==> config.mk <==
export PLATFORM = sky130hd
export DESIGN_NAME = bcs_engine
export DESIGN_NICKNAME = d
export VERILOG_FILES = /design/src/rtl/bcs_pkg.sv /design/src/rtl/bcs_ctrl.sv /design/src/rtl/bcs_mem_port.sv /design/src/rtl/bcs_ptr_unit.sv /design/src/rtl/bcs_flag_unit.sv /design/src/rtl/bcs_engine.sv
export SDC_FILE = /design/constraint.sdc
export NUM_CORES = 1
export LEC_CHECK = 0
export BUFFER_PORTS_ARGS = -buffer_cell sky130_fd_sc_hd__buf_2
export CORE_MARGIN = 3
export CORE_UTILIZATION = 50
export DETAILED_ROUTE_END_ITERATION = 16
export PLACE_DENSITY = 0.82
export REMOVE_ABC_BUFFERS = 1
export SLEW_MARGIN = 15
export SYNTH_ARGS = -nofsm -noshare
export SYNTH_HDL_FRONTEND = slang
export SYNTH_HIERARCHICAL = 1
export SYNTH_SLANG_ARGS = --single-unit
==> constraint.sdc <==
create_clock -name clk -period 2.9 [get_ports clk]
set_clock_uncertainty 0.2 [all_clocks]
set_input_delay 0.29 -clock clk [delete_from_list [all_inputs] [get_ports clk]]
set_output_delay 0.29 -clock clk [all_outputs]
set_load 0.03 [all_outputs]
==> src/rtl/bcs_pkg.sv <==
package bcs_pkg;

   localparam int          OPC_W    = 8;
   localparam logic [7:0]  OPC_COPY = 8'hB8;
   localparam logic [7:0]  OPC_CMP  = 8'hA1;

   localparam int FL_S  = 7;
   localparam int FL_Z  = 6;
   localparam int FL_H  = 4;
   localparam int FL_PV = 2;
   localparam int FL_N  = 1;
   localparam int FL_C  = 0;

   typedef enum logic [1:0] {
      ST_IDLE = 2'd0,
      ST_RD   = 2'd1,
      ST_WR   = 2'd2
   } bcs_state_t;

   typedef enum logic {
      OP_COPY_DN = 1'b0,
      OP_CMP_UP  = 1'b1
   } bcs_op_t;

endpackage

==> src/rtl/bcs_ctrl.sv <==
module bcs_ctrl
   import bcs_pkg::*;
(
   input  logic                clk,
   input  logic                rst_n,
   input  logic                start,
   input  logic [OPC_W-1:0]    op_code,
   input  logic                mem_ack,
   input  logic                bc_last,
   output bcs_state_t          state,
   output logic                load,
   output logic                rd_capture,
   output logic                copy_step,
   output logic                copy_fin,
   output logic                cmp_step,
   output logic                busy,
   output logic                done
);

   bcs_op_t op_q;
   logic    code_ok;

   assign code_ok    = (op_code == OPC_COPY) || (op_code == OPC_CMP);
   assign load       = (state == ST_IDLE) && start && code_ok;
   assign rd_capture = (state == ST_RD) && mem_ack;
   assign cmp_step   = rd_capture && (op_q == OP_CMP_UP);
   assign copy_step  = (state == ST_WR) && mem_ack;
   assign copy_fin   = copy_step && bc_last;
   assign busy       = (state != ST_IDLE);

   always_ff @(posedge clk) begin
      if (!rst_n) begin
         state <= ST_IDLE;
         op_q  <= OP_COPY_DN;
         done  <= 1'b0;
      end else begin
         done <= cmp_step || copy_fin;
         unique case (state)
            ST_IDLE: begin
               if (load) begin
                  state <= ST_RD;
                  op_q  <= (op_code == OPC_CMP) ? OP_CMP_UP : OP_COPY_DN;
               end
            end
            ST_RD: begin
               if (mem_ack) state <= (op_q == OP_CMP_UP) ? ST_IDLE : ST_WR;
            end
            ST_WR: begin
               if (mem_ack) state <= bc_last ? ST_IDLE : ST_RD;
            end
            default: state <= ST_IDLE;
         endcase
      end
   end

   assert_done_single_R9: assert property (@(posedge clk) disable iff (!rst_n)
      done |=> !done);
   assert_done_idle_R9: assert property (@(posedge clk) disable iff (!rst_n)
      done |-> !busy);
   assert_cmp_no_write_R6: assert property (@(posedge clk) disable iff (!rst_n)
      (busy && op_q == OP_CMP_UP) |-> state != ST_WR);
   assert_bad_code_R1: assert property (@(posedge clk) disable iff (!rst_n)
      (state == ST_IDLE && start && !code_ok) |=> state == ST_IDLE);

endmodule

==> src/rtl/bcs_mem_port.sv <==
module bcs_mem_port
   import bcs_pkg::*;
#(
   parameter int ADDR_W = 16,
   parameter int DATA_W = 8
) (
   input  logic                clk,
   input  logic                rst_n,
   input  bcs_state_t          state,
   input  logic                rd_capture,
   input  logic [ADDR_W-1:0]   src_ptr,
   input  logic [ADDR_W-1:0]   dst_ptr,
   input  logic [DATA_W-1:0]   mem_rdata,
   input  logic                mem_ack,
   output logic                mem_req,
   output logic                mem_we,
   output logic [ADDR_W-1:0]   mem_addr,
   output logic [DATA_W-1:0]   mem_wdata
);

   logic [DATA_W-1:0] hold_q;

   always_ff @(posedge clk) begin
      if (!rst_n)          hold_q <= '0;
      else if (rd_capture) hold_q <= mem_rdata;
   end

   assign mem_req   = (state != ST_IDLE);
   assign mem_we    = (state == ST_WR);
   assign mem_addr  = mem_we ? dst_ptr : src_ptr;
   assign mem_wdata = hold_q;

   assert_req_hold_R9: assert property (@(posedge clk) disable iff (!rst_n)
      (mem_req && !mem_ack) |=> (mem_req && $stable(mem_addr) && $stable(mem_we)));
   assert_write_after_read_R2: assert property (@(posedge clk) disable iff (!rst_n)
      $rose(mem_we) |-> $past(mem_req && mem_ack && !mem_we));

endmodule

==> src/rtl/bcs_ptr_unit.sv <==
module bcs_ptr_unit #(
   parameter int ADDR_W = 16,
   parameter int CNT_W  = 16
) (
   input  logic                clk,
   input  logic                rst_n,
   input  logic                load,
   input  logic                copy_step,
   input  logic                cmp_step,
   input  logic [ADDR_W-1:0]   hl_in,
   input  logic [ADDR_W-1:0]   de_in,
   input  logic [CNT_W-1:0]    bc_in,
   output logic [ADDR_W-1:0]   hl,
   output logic [ADDR_W-1:0]   de,
   output logic [CNT_W-1:0]    bc,
   output logic                bc_last
);

   localparam int              N_PTR  = 2;
   localparam logic [ADDR_W-1:0] P_ONE = ADDR_W'(1);
   localparam logic [CNT_W-1:0]  C_ONE = CNT_W'(1);

   logic [ADDR_W-1:0] ptr_init [N_PTR];
   logic [ADDR_W-1:0] ptr_q    [N_PTR];

   assign ptr_init[0] = hl_in;
   assign ptr_init[1] = de_in;

   for (genvar i = 0; i < N_PTR; i++) begin : g_ptr
      localparam bit UP_ON_CMP = (i == 0);
      always_ff @(posedge clk) begin
         if (!rst_n)                      ptr_q[i] <= '0;
         else if (load)                   ptr_q[i] <= ptr_init[i];
         else if (copy_step)              ptr_q[i] <= ptr_q[i] - P_ONE;
         else if (cmp_step && UP_ON_CMP)  ptr_q[i] <= ptr_q[i] + P_ONE;
      end
   end

   always_ff @(posedge clk) begin
      if (!rst_n)                      bc <= '0;
      else if (load)                   bc <= bc_in;
      else if (copy_step || cmp_step)  bc <= bc - C_ONE;
   end

   assign hl      = ptr_q[0];
   assign de      = ptr_q[1];
   assign bc_last = (bc == C_ONE);

   assert_copy_dec_R3: assert property (@(posedge clk) disable iff (!rst_n)
      copy_step |=> (bc == $past(bc) - C_ONE) && (hl == $past(hl) - P_ONE)
                    && (de == $past(de) - P_ONE));
   assert_cmp_step_R7: assert property (@(posedge clk) disable iff (!rst_n)
      cmp_step |=> (hl == $past(hl) + P_ONE) && $stable(de));

endmodule

==> src/rtl/bcs_flag_unit.sv <==
module bcs_flag_unit
   import bcs_pkg::*;
#(
   parameter int DATA_W = 8,
   parameter int HALF_W = 4
) (
   input  logic               clk,
   input  logic               rst_n,
   input  logic               load,
   input  logic [DATA_W-1:0]  acc_in,
   input  logic [7:0]         flags_in,
   input  logic [DATA_W-1:0]  mem_byte,
   input  logic               cmp_step,
   input  logic               copy_fin,
   input  logic               bc_last,
   output logic [7:0]         flags
);

   logic [DATA_W-1:0] acc_q;
   logic [DATA_W-1:0] diff;
   logic              half_borrow;
   logic [7:0]        cmp_flags;
   logic [7:0]        copy_flags;

   always_comb begin
      diff        = acc_q - mem_byte;
      half_borrow = acc_q[HALF_W-1:0] < mem_byte[HALF_W-1:0];
      cmp_flags          = flags;
      cmp_flags[FL_S]    = diff[DATA_W-1];
      cmp_flags[FL_Z]    = (diff == '0);
      cmp_flags[FL_H]    = half_borrow;
      cmp_flags[FL_PV]   = !bc_last;
      cmp_flags[FL_N]    = 1'b1;
      copy_flags         = flags;
      copy_flags[FL_H]   = 1'b0;
      copy_flags[FL_PV]  = 1'b0;
      copy_flags[FL_N]   = 1'b0;
   end

   always_ff @(posedge clk) begin
      if (!rst_n) begin
         acc_q <= '0;
         flags <= '0;
      end else if (load) begin
         acc_q <= acc_in;
         flags <= flags_in;
      end else if (cmp_step) begin
         flags <= cmp_flags;
      end else if (copy_fin) begin
         flags <= copy_flags;
      end
   end

   assert_cmp_n_keep_c_R8: assert property (@(posedge clk) disable iff (!rst_n)
      cmp_step |=> flags[FL_N] && (flags[FL_C] == $past(flags[FL_C])));
   assert_copy_clear_R5: assert property (@(posedge clk) disable iff (!rst_n)
      copy_fin |=> !flags[FL_PV] && !flags[FL_N] && !flags[FL_H]
                   && (flags[FL_C] == $past(flags[FL_C])));

endmodule

==> src/rtl/bcs_engine.sv <==
module bcs_engine
   import bcs_pkg::*;
#(
   parameter int ADDR_W = 16,
   parameter int CNT_W  = 16,
   parameter int DATA_W = 8
) (
   input  logic               clk,
   input  logic               rst_n,
   input  logic               start,
   input  logic [7:0]         op_code,
   input  logic [ADDR_W-1:0]  hl_in,
   input  logic [ADDR_W-1:0]  de_in,
   input  logic [CNT_W-1:0]   bc_in,
   input  logic [DATA_W-1:0]  acc_in,
   input  logic [7:0]         flags_in,
   output logic               busy,
   output logic               done,
   output logic [ADDR_W-1:0]  hl_out,
   output logic [ADDR_W-1:0]  de_out,
   output logic [CNT_W-1:0]   bc_out,
   output logic [7:0]         flags_out,
   output logic               mem_req,
   output logic               mem_we,
   output logic [ADDR_W-1:0]  mem_addr,
   output logic [DATA_W-1:0]  mem_wdata,
   input  logic [DATA_W-1:0]  mem_rdata,
   input  logic               mem_ack
);

   localparam int HALF_W = DATA_W / 2;

   if (ADDR_W < 2) begin : g_bad_addr
      $error("bcs_engine: ADDR_W must be at least 2");
   end
   if (CNT_W < 2) begin : g_bad_cnt
      $error("bcs_engine: CNT_W must be at least 2");
   end
   if (DATA_W < 2 || (DATA_W % 2) != 0) begin : g_bad_data
      $error("bcs_engine: DATA_W must be even and at least 2");
   end

   bcs_state_t state;
   logic       load, rd_capture, copy_step, copy_fin, cmp_step, bc_last;

   bcs_ctrl u_ctrl (
      .clk        (clk),
      .rst_n      (rst_n),
      .start      (start),
      .op_code    (op_code),
      .mem_ack    (mem_ack),
      .bc_last    (bc_last),
      .state      (state),
      .load       (load),
      .rd_capture (rd_capture),
      .copy_step  (copy_step),
      .copy_fin   (copy_fin),
      .cmp_step   (cmp_step),
      .busy       (busy),
      .done       (done)
   );

   bcs_ptr_unit #(.ADDR_W(ADDR_W), .CNT_W(CNT_W)) u_ptr (
      .clk       (clk),
      .rst_n     (rst_n),
      .load      (load),
      .copy_step (copy_step),
      .cmp_step  (cmp_step),
      .hl_in     (hl_in),
      .de_in     (de_in),
      .bc_in     (bc_in),
      .hl        (hl_out),
      .de        (de_out),
      .bc        (bc_out),
      .bc_last   (bc_last)
   );

   bcs_mem_port #(.ADDR_W(ADDR_W), .DATA_W(DATA_W)) u_port (
      .clk        (clk),
      .rst_n      (rst_n),
      .state      (state),
      .rd_capture (rd_capture),
      .src_ptr    (hl_out),
      .dst_ptr    (de_out),
      .mem_rdata  (mem_rdata),
      .mem_ack    (mem_ack),
      .mem_req    (mem_req),
      .mem_we     (mem_we),
      .mem_addr   (mem_addr),
      .mem_wdata  (mem_wdata)
   );

   bcs_flag_unit #(.DATA_W(DATA_W), .HALF_W(HALF_W)) u_flag (
      .clk      (clk),
      .rst_n    (rst_n),
      .load     (load),
      .acc_in   (acc_in),
      .flags_in (flags_in),
      .mem_byte (mem_rdata),
      .cmp_step (cmp_step),
      .copy_fin (copy_fin),
      .bc_last  (bc_last),
      .flags    (flags_out)
   );

   assert_busy_after_start_R1: assert property (@(posedge clk) disable iff (!rst_n)
      (!busy && start && (op_code == OPC_COPY || op_code == OPC_CMP)) |=> busy);
   assert_reset_quiet_R10: assert property (@(posedge clk)
      !rst_n |=> (!busy && !done && !mem_req));

endmodule

### Word level (Yosys, flattened, before mapping)

Memories as Yosys holds them, arrays and structs flattened.
Cells that the tools add are included.

| word-level totals | value |
|---|---|
| memories kept | 1 |
| RAM bits | 32 |
| output and inout port bits | 84 |
| input port bits | 84 |
| flip-flop bits (word level) | 44 |

Memory list:

| memory | depth | bits a word | read ports | clocked after Yosys merged registers in | wr ports | RTL line | source |
|---|---|---|---|---|---|---|---|
| u_ptr.ptr_q | 2 | 16 | 2 | 0 | 2 | bcs_ptr_unit.sv:24 | `logic [ADDR_W-1:0] ptr_q [N_PTR];` |

| cells by class | value |
|---|---|
| eq/ne operators | 8 |
| magnitude comparators | 1 |
| bitwise logic cells | 5 |
| $add $sub $neg | 5 |
| muxes and demuxes | 31 |
| reduce and logical (&&, ||, !) cells | 18 |

Operators with widths:

| kind | number |
|---|---|
| 16-bit two-way mux | 8 |
| 16-bit by 1-bit subtractor with 16-bit output, second input constant | 3 |
| 16-bit by 1-bit adder with 16-bit output, second input constant | 1 |
| 16-bit by 1-bit == test with 1-bit output, second input constant | 1 |
| 8-bit == test, second input constant | 2 |
| 8-bit two-way mux | 2 |
| 1-bit two-way mux | 15 |
| 8-bit logical NOT | 1 |
| 2-bit two-way mux | 4 |
| 8-bit subtractor | 1 |
| 1-bit logical AND | 6 |
| 2-bit inequality test, second input constant | 3 |
| 2-bit one-hot mux with 3 select lines | 1 |
| 2-bit nonzero test | 3 |
| 5-bit two-way mux | 1 |
| 1-bit bitwise OR | 5 |
| 4-bit less-than comparator | 1 |
| 1-bit logical OR | 3 |
| 3-bit AND reduction | 1 |
| 3-bit nonzero test | 1 |
| 2-bit by 1-bit == test with 1-bit output, second input constant | 1 |
| 2-bit == test, second input constant | 1 |
| 2-bit logical NOT | 1 |
| 2-bit AND reduction | 1 |
| 1-bit logical NOT | 1 |

### Depth between registers and ports, before layout

Gate-level depths: netlist (run 1).

| logic depth | value |
|---|---|
| depth after elaboration | 9 |
| mapped depth | 10 |
| depth with buffers taken out | 10 |

### Hierarchy

The synthesis (run 1) kept the hierarchy.

Modules (own cells, without submodules):

| module | times used | cells an instance | sequential area each (µm²) | area each (µm²) |
|---|---|---|---|---|
| bcs_ptr_unit | 1 | 350 | 1281.2 | 3103.0 |
| bcs_flag_unit | 1 | 115 | 320.3 | 1028.5 |
| bcs_mem_port | 1 | 45 | 160.2 | 560.5 |
| bcs_ctrl | 1 | 31 | 80.1 | 261.5 |

### Worst setup path before layout (run 1)

Ideal clock, no wire load.

| timing path | value |
|---|---|
| path type | input-to-reg |
| start point | input op_code[6] |
| end point | memory u_ptr.ptr_q[0][13], data pin |
| setup slack | 184 ps |
| library setup time | 261 ps |
| arrival | 2256 ps |
| data required time | 2439 ps |
| cell stages on the path | 9 |
| path through | and4bb_1 -> nand4b_2 -> nor2_1 -> clkbuf_1 -> or3b_2 -> or2_2 -> clkbuf_1 -> nor2_1 -> a221o_1 |

RTL lines:

| what | RTL line | source |
|---|---|---|
| from (decl) | bcs_engine.sv:11 | `input logic [7:0] op_code,` |
| to (decl) | bcs_ptr_unit.sv:24 |  |

==> metrics.cfg, run 1 <==
[floorplan]
dieWidth_um = 106
die_h_um = 106
rows = 35
initial_utilization_pct = 52.6
core_area_sq_um = 9420
io_pins = 168
die_area_sq_um = 11100

[job]
drv_cap = 0

[setup_path]
crit_path_end = u_ptr/ptr_q[0][11]$_DFFE_PP_
worst-setup-path-type = flop to flop
rrSetupSlack_ns = 0.28
crit_start = u_ctrl/state[0]$_SDFFE_PN0P_
slowest_stage = and3b_1
crit_path_end_kind = flop
start_kind = flop
timing.rr.start = u_ctrl/state[0]$_SDFFE_PN0P_
slowest_delay_ns = 0.57
r2r-end = u_ptr/ptr_q[0][11]$_DFFE_PP_
r2r_cells = 9
cp_max_fo = 12
worstPathCellList = nor2_1 > nand4b_2 > nor2_4 > buf_4 > and3b_1 > nand2_1 > o21bai_1 > mux2i_1 > o211ai_1
crit_required_ns = 2.88
cp.arrival_ns = 2.60

[synth]
yosys-top-cells-count = nand2_1 (49), o21ai_0 (45), dfxtp_1 (44)
ys.warnings.count = 6
synth-edff-count = 32
ys_top_cells_by_area = edfxtp_1 (19%), dfxtp_1 (18%), mux2i_1 (4.8%)
ys_seq_elements = 76
yosysTopAreaCell = edfxtp_1
netlist.area_leader.share_pct = 19.4
yosysUniqueCellTypes = 72
syn_area_sq_um = 4950
ys.flop_type = dfxtp_1
yosysMostFrequentCell = nand2_1
seq_area_frac_synth_pct = 37.2
syn_avg_cell_area_sq_um = 9.16
synth_cells = 541
async_reset_ff_share_pct = 0

[final_layout]
finalNonFillerCells = 863
postLayoutCoreUtil_pct = 67.7
drive_gt1_share_pct = 32.4
multiInputGateArea_sq_um = 2870
fillers = 780
seq_area_sq_um = 1840
syn2layout_area_growth_pct = 28.6
nNetsFinal = 825
num_antenna_cells = 0

[placement]
dp.final_hpwl_mm = 10.1
gp_congestion = 0.949
port-buffer-count = 167
placed_cells = 827
place_ws_ns = 0.252

[outcome]
outcome = finished, final reports clean

[routing]
routed_wl_mm = 14.0
first_iter_violations = 297
drt_first_pass_iters = 6
drc = 0
ant_nets = 0
viasPerCell = 5.66
wl_per_cell_um = 16.2
via_count = 4886

[clock_network]
cts_tree = yes
cts_num_sinks = 76
cts_setup_buffers = 0
clockBufferDepth = 2
cts.reportedPaths.clkPinSlew_ns = 0.09
numCtsBuffers = 9
cts.htree.levels = 3
clk_latency_ns = 0.35
root_buffer = clkbuf_8

[timing]
fin_tns_setup_ns = 0
finalMaxSlewViolations = 0
tightest_slew_ns = 0.812
max_clock_freq_mhz = 382
holdWs_ns = 0.0151
slew_headroom_pct = 45.4
hold_viol_final = 0
fin_crit_sh_pct = 90.4
grt_setup_unrepaired = no
timing.final.ws_setup_ns = 0.279
finalSetupViolations = 0
fin_crit_ns = 2.62

[grt]
first_global_vias = 4673
antenna_found_initial = 0
grt_first_pass_wirelength_mm = 22.6
grt_overflow = 0
grt_start_max_net_pins = 48
grt_usage_pct = 25.0

[pwr]
vdd_drop_max_mv = 0.233
p_leak_nw = 2.76
power_density_nw_per_um2 = 369

[hold_path]
hold_depth = 3
hold_path.class = input port to flop

[area by class of cell]
cell class | instances | area share [%]
clock buffer | 13 | 3.20
multi-input combinational | 412 | 45.1
clock inverter | 3 | 0.353
sequential | 76 | 28.9
timing repair buffer | 206 | 18.5
inverter | 24 | 1.41
tap | 129 | 2.53
[where the power goes]
group	switching, mW	total [mW]	leakage [nW]	internal, mW
combinational	0.166	0.304	1.94	0.138
clock	0.423	0.896	0.118	0.473
sequential	0.0230	1.15	0.696	1.13
[layer usage]
layer | wire [um] | GRT usage, % | vias up
met4 | 324 | 7.49 | 0
met2 | 6710 | 42.8 | 240
met1 | 5840 | 31.5 | 2294
met3 | 1140 | 5.51 | 29
met5 | 0 | 0 | -
li1 | - | - | 2323
[per-stage QoR]
step / power [mW] / area [sq um]
CTS: 2.37 / 6370
global placement: 1.45 / 5940
detailed placement: 1.46 / 5940
floorplan: 1.33 / 4800
global route: 2.45 / 6370
finish: 2.35 / 6370
[registers in the layout, indices dropped and copies added, names as in the netlist]
register and cells:
u_ctrl/done 1, u_ctrl/op_q 1, u_ctrl/state 2, u_flag/acc_q 8, u_flag/flags 8, u_port/mem_wdata 8, u_ptr/bc 16, u_ptr/ptr_q 32
[kinds of logic (layout without fill, tap and decap cells)]
group	Yosys count	after routing	share of synthesized area (%)
and+or+nand+nor	199	199	22.2
AOI/OAI and AO/OA	116	116	15.4
DFF	76	76	37.2
buffers and inverters	53	246	4.98
xor gates and xnor gates	45	45	8.11
muxes	40	40	9.17
adders and majority gates	12	12	3.03
[worst min path at each step]
stage                                      from                               end  slack (ns)
6_report                              de_in[11]  u_ptr/ptr_q[1][11]$_SDFFCE_PN0P_        0.02
5_1_grt                               de_in[15]  u_ptr/ptr_q[1][15]$_SDFFCE_PN0P_      0.0003
4_1_cts                            mem_rdata[0]  u_port/mem_wdata[0]$_SDFFE_PN0P_       0.001
3_5_place_dp   u_port/mem_wdata[0]$_SDFFE_PN0P_  u_port/mem_wdata[0]$_SDFFE_PN0P_        0.30
3_3_place_gp           u_ctrl/op_q$_SDFFE_PN0P_          u_ctrl/op_q$_SDFFE_PN0P_        0.29
2_1_floorplan                             rst_n      u_flag/flags[6]$_SDFFE_PN0P_        0.20
[worst max-delay path, delay by kind of cell, from the launching register on]
kind | cells | cell delay (ns)
and+or+nand+nor | 5 | 1.07
DFF | 1 | 0.51
AOI/OAI and AO/OA | 2 | 0.39
buffers and inverters | 1 | 0.18
muxes | 1 | 0.10
[cells in the final DEF (no fill, tap or decap), types with 5 or more instances in the layout]
master,synthesis,final
a21oi_1,24,24
and2_1,7,7
buf_2,6,167
buf_4,0,19
clkbuf_8,0,9
dfxtp_1,44,44
dlygate4sd3_1,0,20
edfxtp_1,32,32
ha_1,12,12
inv_1,24,24
mux2_2,7,7
mux2_4,9,9
mux2i_1,24,24
nand2_1,49,49
nand2b_1,7,7
nand3_1,10,10
nand3b_1,5,5
nand4_1,7,7
nor2_1,31,30
nor2b_1,22,22
nor3_1,19,19
nor4_1,11,11
o211a_1,5,5
o21ai_0,45,45
xnor2_1,27,27
xor2_1,17,17
[what timing repair did]
item,4_1_cts,5_1_grt
hold buffers,20,0
resized for setup,0,0
endpoints found under the hold margin,20,0
Note: power is estimated with default switching activity, not from simulation.
==> run 2: changes to the inputs <==
Settings changed: HOLD_SLACK_MARGIN set to 0.06, MAX_ROUTING_LAYER set to met4.
Clock period 2.9 ns to 2.5 ns, I/O delays scaled along.
==> run 2 against run 1 <==
Total power increased by 15%. Critical endpoint is now u_ptr/ptr_q[1][15]$_SDFFCE_PN0P_. Clock power rose by 2.2%. Largest power group unchanged. Cell count grew 9.4%. First-iteration DRC count up 3.7%.
==> metrics.cfg, run 2 (synthesis results as in run 1) <==
[routing]
routed_wl_mm = 16.7  ; was 14.0 mm
ant_nets = 0  ; unchanged
via_count = 5338  ; was 4886
viasPerCell = 5.65  ; was 5.66
first_iter_violations = 308  ; was 297
wl_per_cell_um = 17.7  ; was 16.2 um
drc = 0  ; unchanged
drt_first_pass_iters = 5  ; was 6

[setup_path]
worst-setup-path-type = flop to flop  ; unchanged
start_kind = flop  ; unchanged
cp_max_fo = 5  ; was 12
cp.arrival_ns = 2.40  ; was 2.60 ns
crit_required_ns = 2.43  ; was 2.88 ns
crit_path_end_kind = flop  ; unchanged

[clock_network]
cts_num_sinks = 76  ; unchanged
numCtsBuffers = 9  ; unchanged
cts_tree = yes  ; unchanged
root_buffer = clkbuf_8  ; unchanged
clockBufferDepth = 2  ; unchanged
cts.reportedPaths.clkPinSlew_ns = 0.08  ; was 0.09 ns
clk_latency_ns = 0.36  ; was 0.35 ns
cts.htree.levels = 3  ; unchanged

[floorplan]
dieWidth_um = 106  ; unchanged
core_area_sq_um = 9420  ; unchanged
initial_utilization_pct = 52.6  ; unchanged
io_pins = 168  ; unchanged
die_area_sq_um = 11100  ; unchanged
die_h_um = 106  ; unchanged
rows = 35  ; unchanged

[timing]
slew_headroom_pct = 61.1  ; was 45.4%
finalSetupViolations = 0  ; unchanged
holdWs_ns = 0.0937  ; was 0.0151 ns
fin_tns_setup_ns = 0  ; unchanged
max_clock_freq_mhz = 404  ; was 382 MHz
finalMaxSlewViolations = 0  ; unchanged
hold_viol_final = 0  ; unchanged
grt_setup_unrepaired = yes  ; was no
tightest_slew_ns = 0.582  ; was 0.812 ns
fin_crit_sh_pct = 99.0  ; was 90.4%
fin_crit_ns = 2.47  ; was 2.62 ns

[outcome]
outcome = finished, final reports clean  ; unchanged

[final_layout]
finalNonFillerCells = 944  ; was 863
postLayoutCoreUtil_pct = 75.7  ; was 67.7%
syn2layout_area_growth_pct = 43.9  ; was 28.6%
num_antenna_cells = 0  ; unchanged
layout_commonest_cell = buf_2  ; unchanged
largest_reg_flops = 32  ; unchanged
largest-register = u_ptr/ptr_q  ; unchanged
drive_gt1_share_pct = 34.0  ; was 32.4%
nNetsFinal = 906  ; was 825
reg_top3 = u_ptr/ptr_q: 32 flops, u_ptr/bc: 16 flops  ; unchanged
final_cell_mix = buf_2 (167), dlygate4sd3_1 (72), nand2_1 (49)  ; was buf_2 (167), nand2_1 (49), o21ai_0 (45)

[placement]
gp_congestion = 0.936  ; was 0.949
placed_cells = 853  ; was 827
port-buffer-count = 167  ; unchanged
dp.final_hpwl_mm = 10.8  ; was 10.1 mm

[grt]
grt_overflow = 0  ; unchanged
grt_first_pass_wirelength_mm = 26.5  ; was 22.6 mm
grt_usage_pct = 30.1  ; was 25.0%
grt_start_max_net_pins = 47  ; was 48
antenna_found_initial = 0  ; unchanged
first_global_vias = 5406  ; was 4673

[hold_path]
hold_path.class = input port to flop  ; unchanged

[pwr]
power_density_nw_per_um2 = 378  ; was 369 nW/um^2
vdd_drop_max_mv = 0.276  ; was 0.233 mV
p_leak_nw = 3.12  ; was 2.76 nW

[job]
drv_cap = 0  ; unchanged

[run 2: metal layers]
metal  track usage, %  share of wire [%]  up-vias
met5                -                  0        -
met2             54.1                 52      280
li1                 -                  -     2493
met3             5.39                7.1       35
met4             9.34                2.1        0
met1             34.2                 39     2530
[run 2: critical path: stages (launching register included)]
cell      delay (ns)
edfxtp_1        0.41
or4_4           0.56
or3_4           0.37
or4_4           0.50
xor2_2          0.15
o21ai_2         0.06
[run 2: worst paths after layout]
path	from	endpoint	slack (ns)	cells past startpoint
min	rst_n	u_ptr/ptr_q[0][0]$_DFFE_PP_	0.09	2
min reg2reg	u_port/mem_wdata[2]$_SDFFE_PN0P_	u_port/mem_wdata[2]$_SDFFE_PN0P_	0.33	2
max reg2reg	u_ptr/ptr_q[1][8]$_SDFFCE_PN0P_	u_ptr/ptr_q[1][15]$_SDFFCE_PN0P_	0.03	5
max	u_ptr/ptr_q[1][8]$_SDFFCE_PN0P_	u_ptr/ptr_q[1][15]$_SDFFCE_PN0P_	0.03	5
[run 2: area by class of cell]
| cell class | instances | area (sq um) |
|---|---|---|
| fill | 629 | 2290 |
| clock buffer | 11 | 151 |
| clock inverter | 5 | 33.8 |
| inverter | 24 | 90.1 |
| timing repair buffer | 287 | 1930 |
| sequential | 76 | 1840 |
| tap | 129 | 161 |
| multi-input combinational | 412 | 2920 |
[run 2: power breakdown]
part	switching, mW	total, mW	internal, mW
clock	0.498	0.916	0.418
combinational	0.227	0.453	0.226
sequential	0.0197	1.33	1.31
[run 2: timing repair]
action | in CTS | in global routing
hold endpoints to repair | 71 | 0
hold buffers | 72 | 0
resized for setup | 0 | 12
setup endpoints to repair | 0 | 20
buffers inserted | 0 | 3
[run 2: stage by stage]
stage,cell area [sq um],setup slack (ns),power [mW]
after detailed placement,6150,-0.0260,1.70
after CTS,7060,0.0213,2.69
after global placement,6150,0.0550,1.69
after global routing,7130,-0.0361,2.79
after floorplan,4800,-1.35,1.54
final,7130,0.0254,2.70
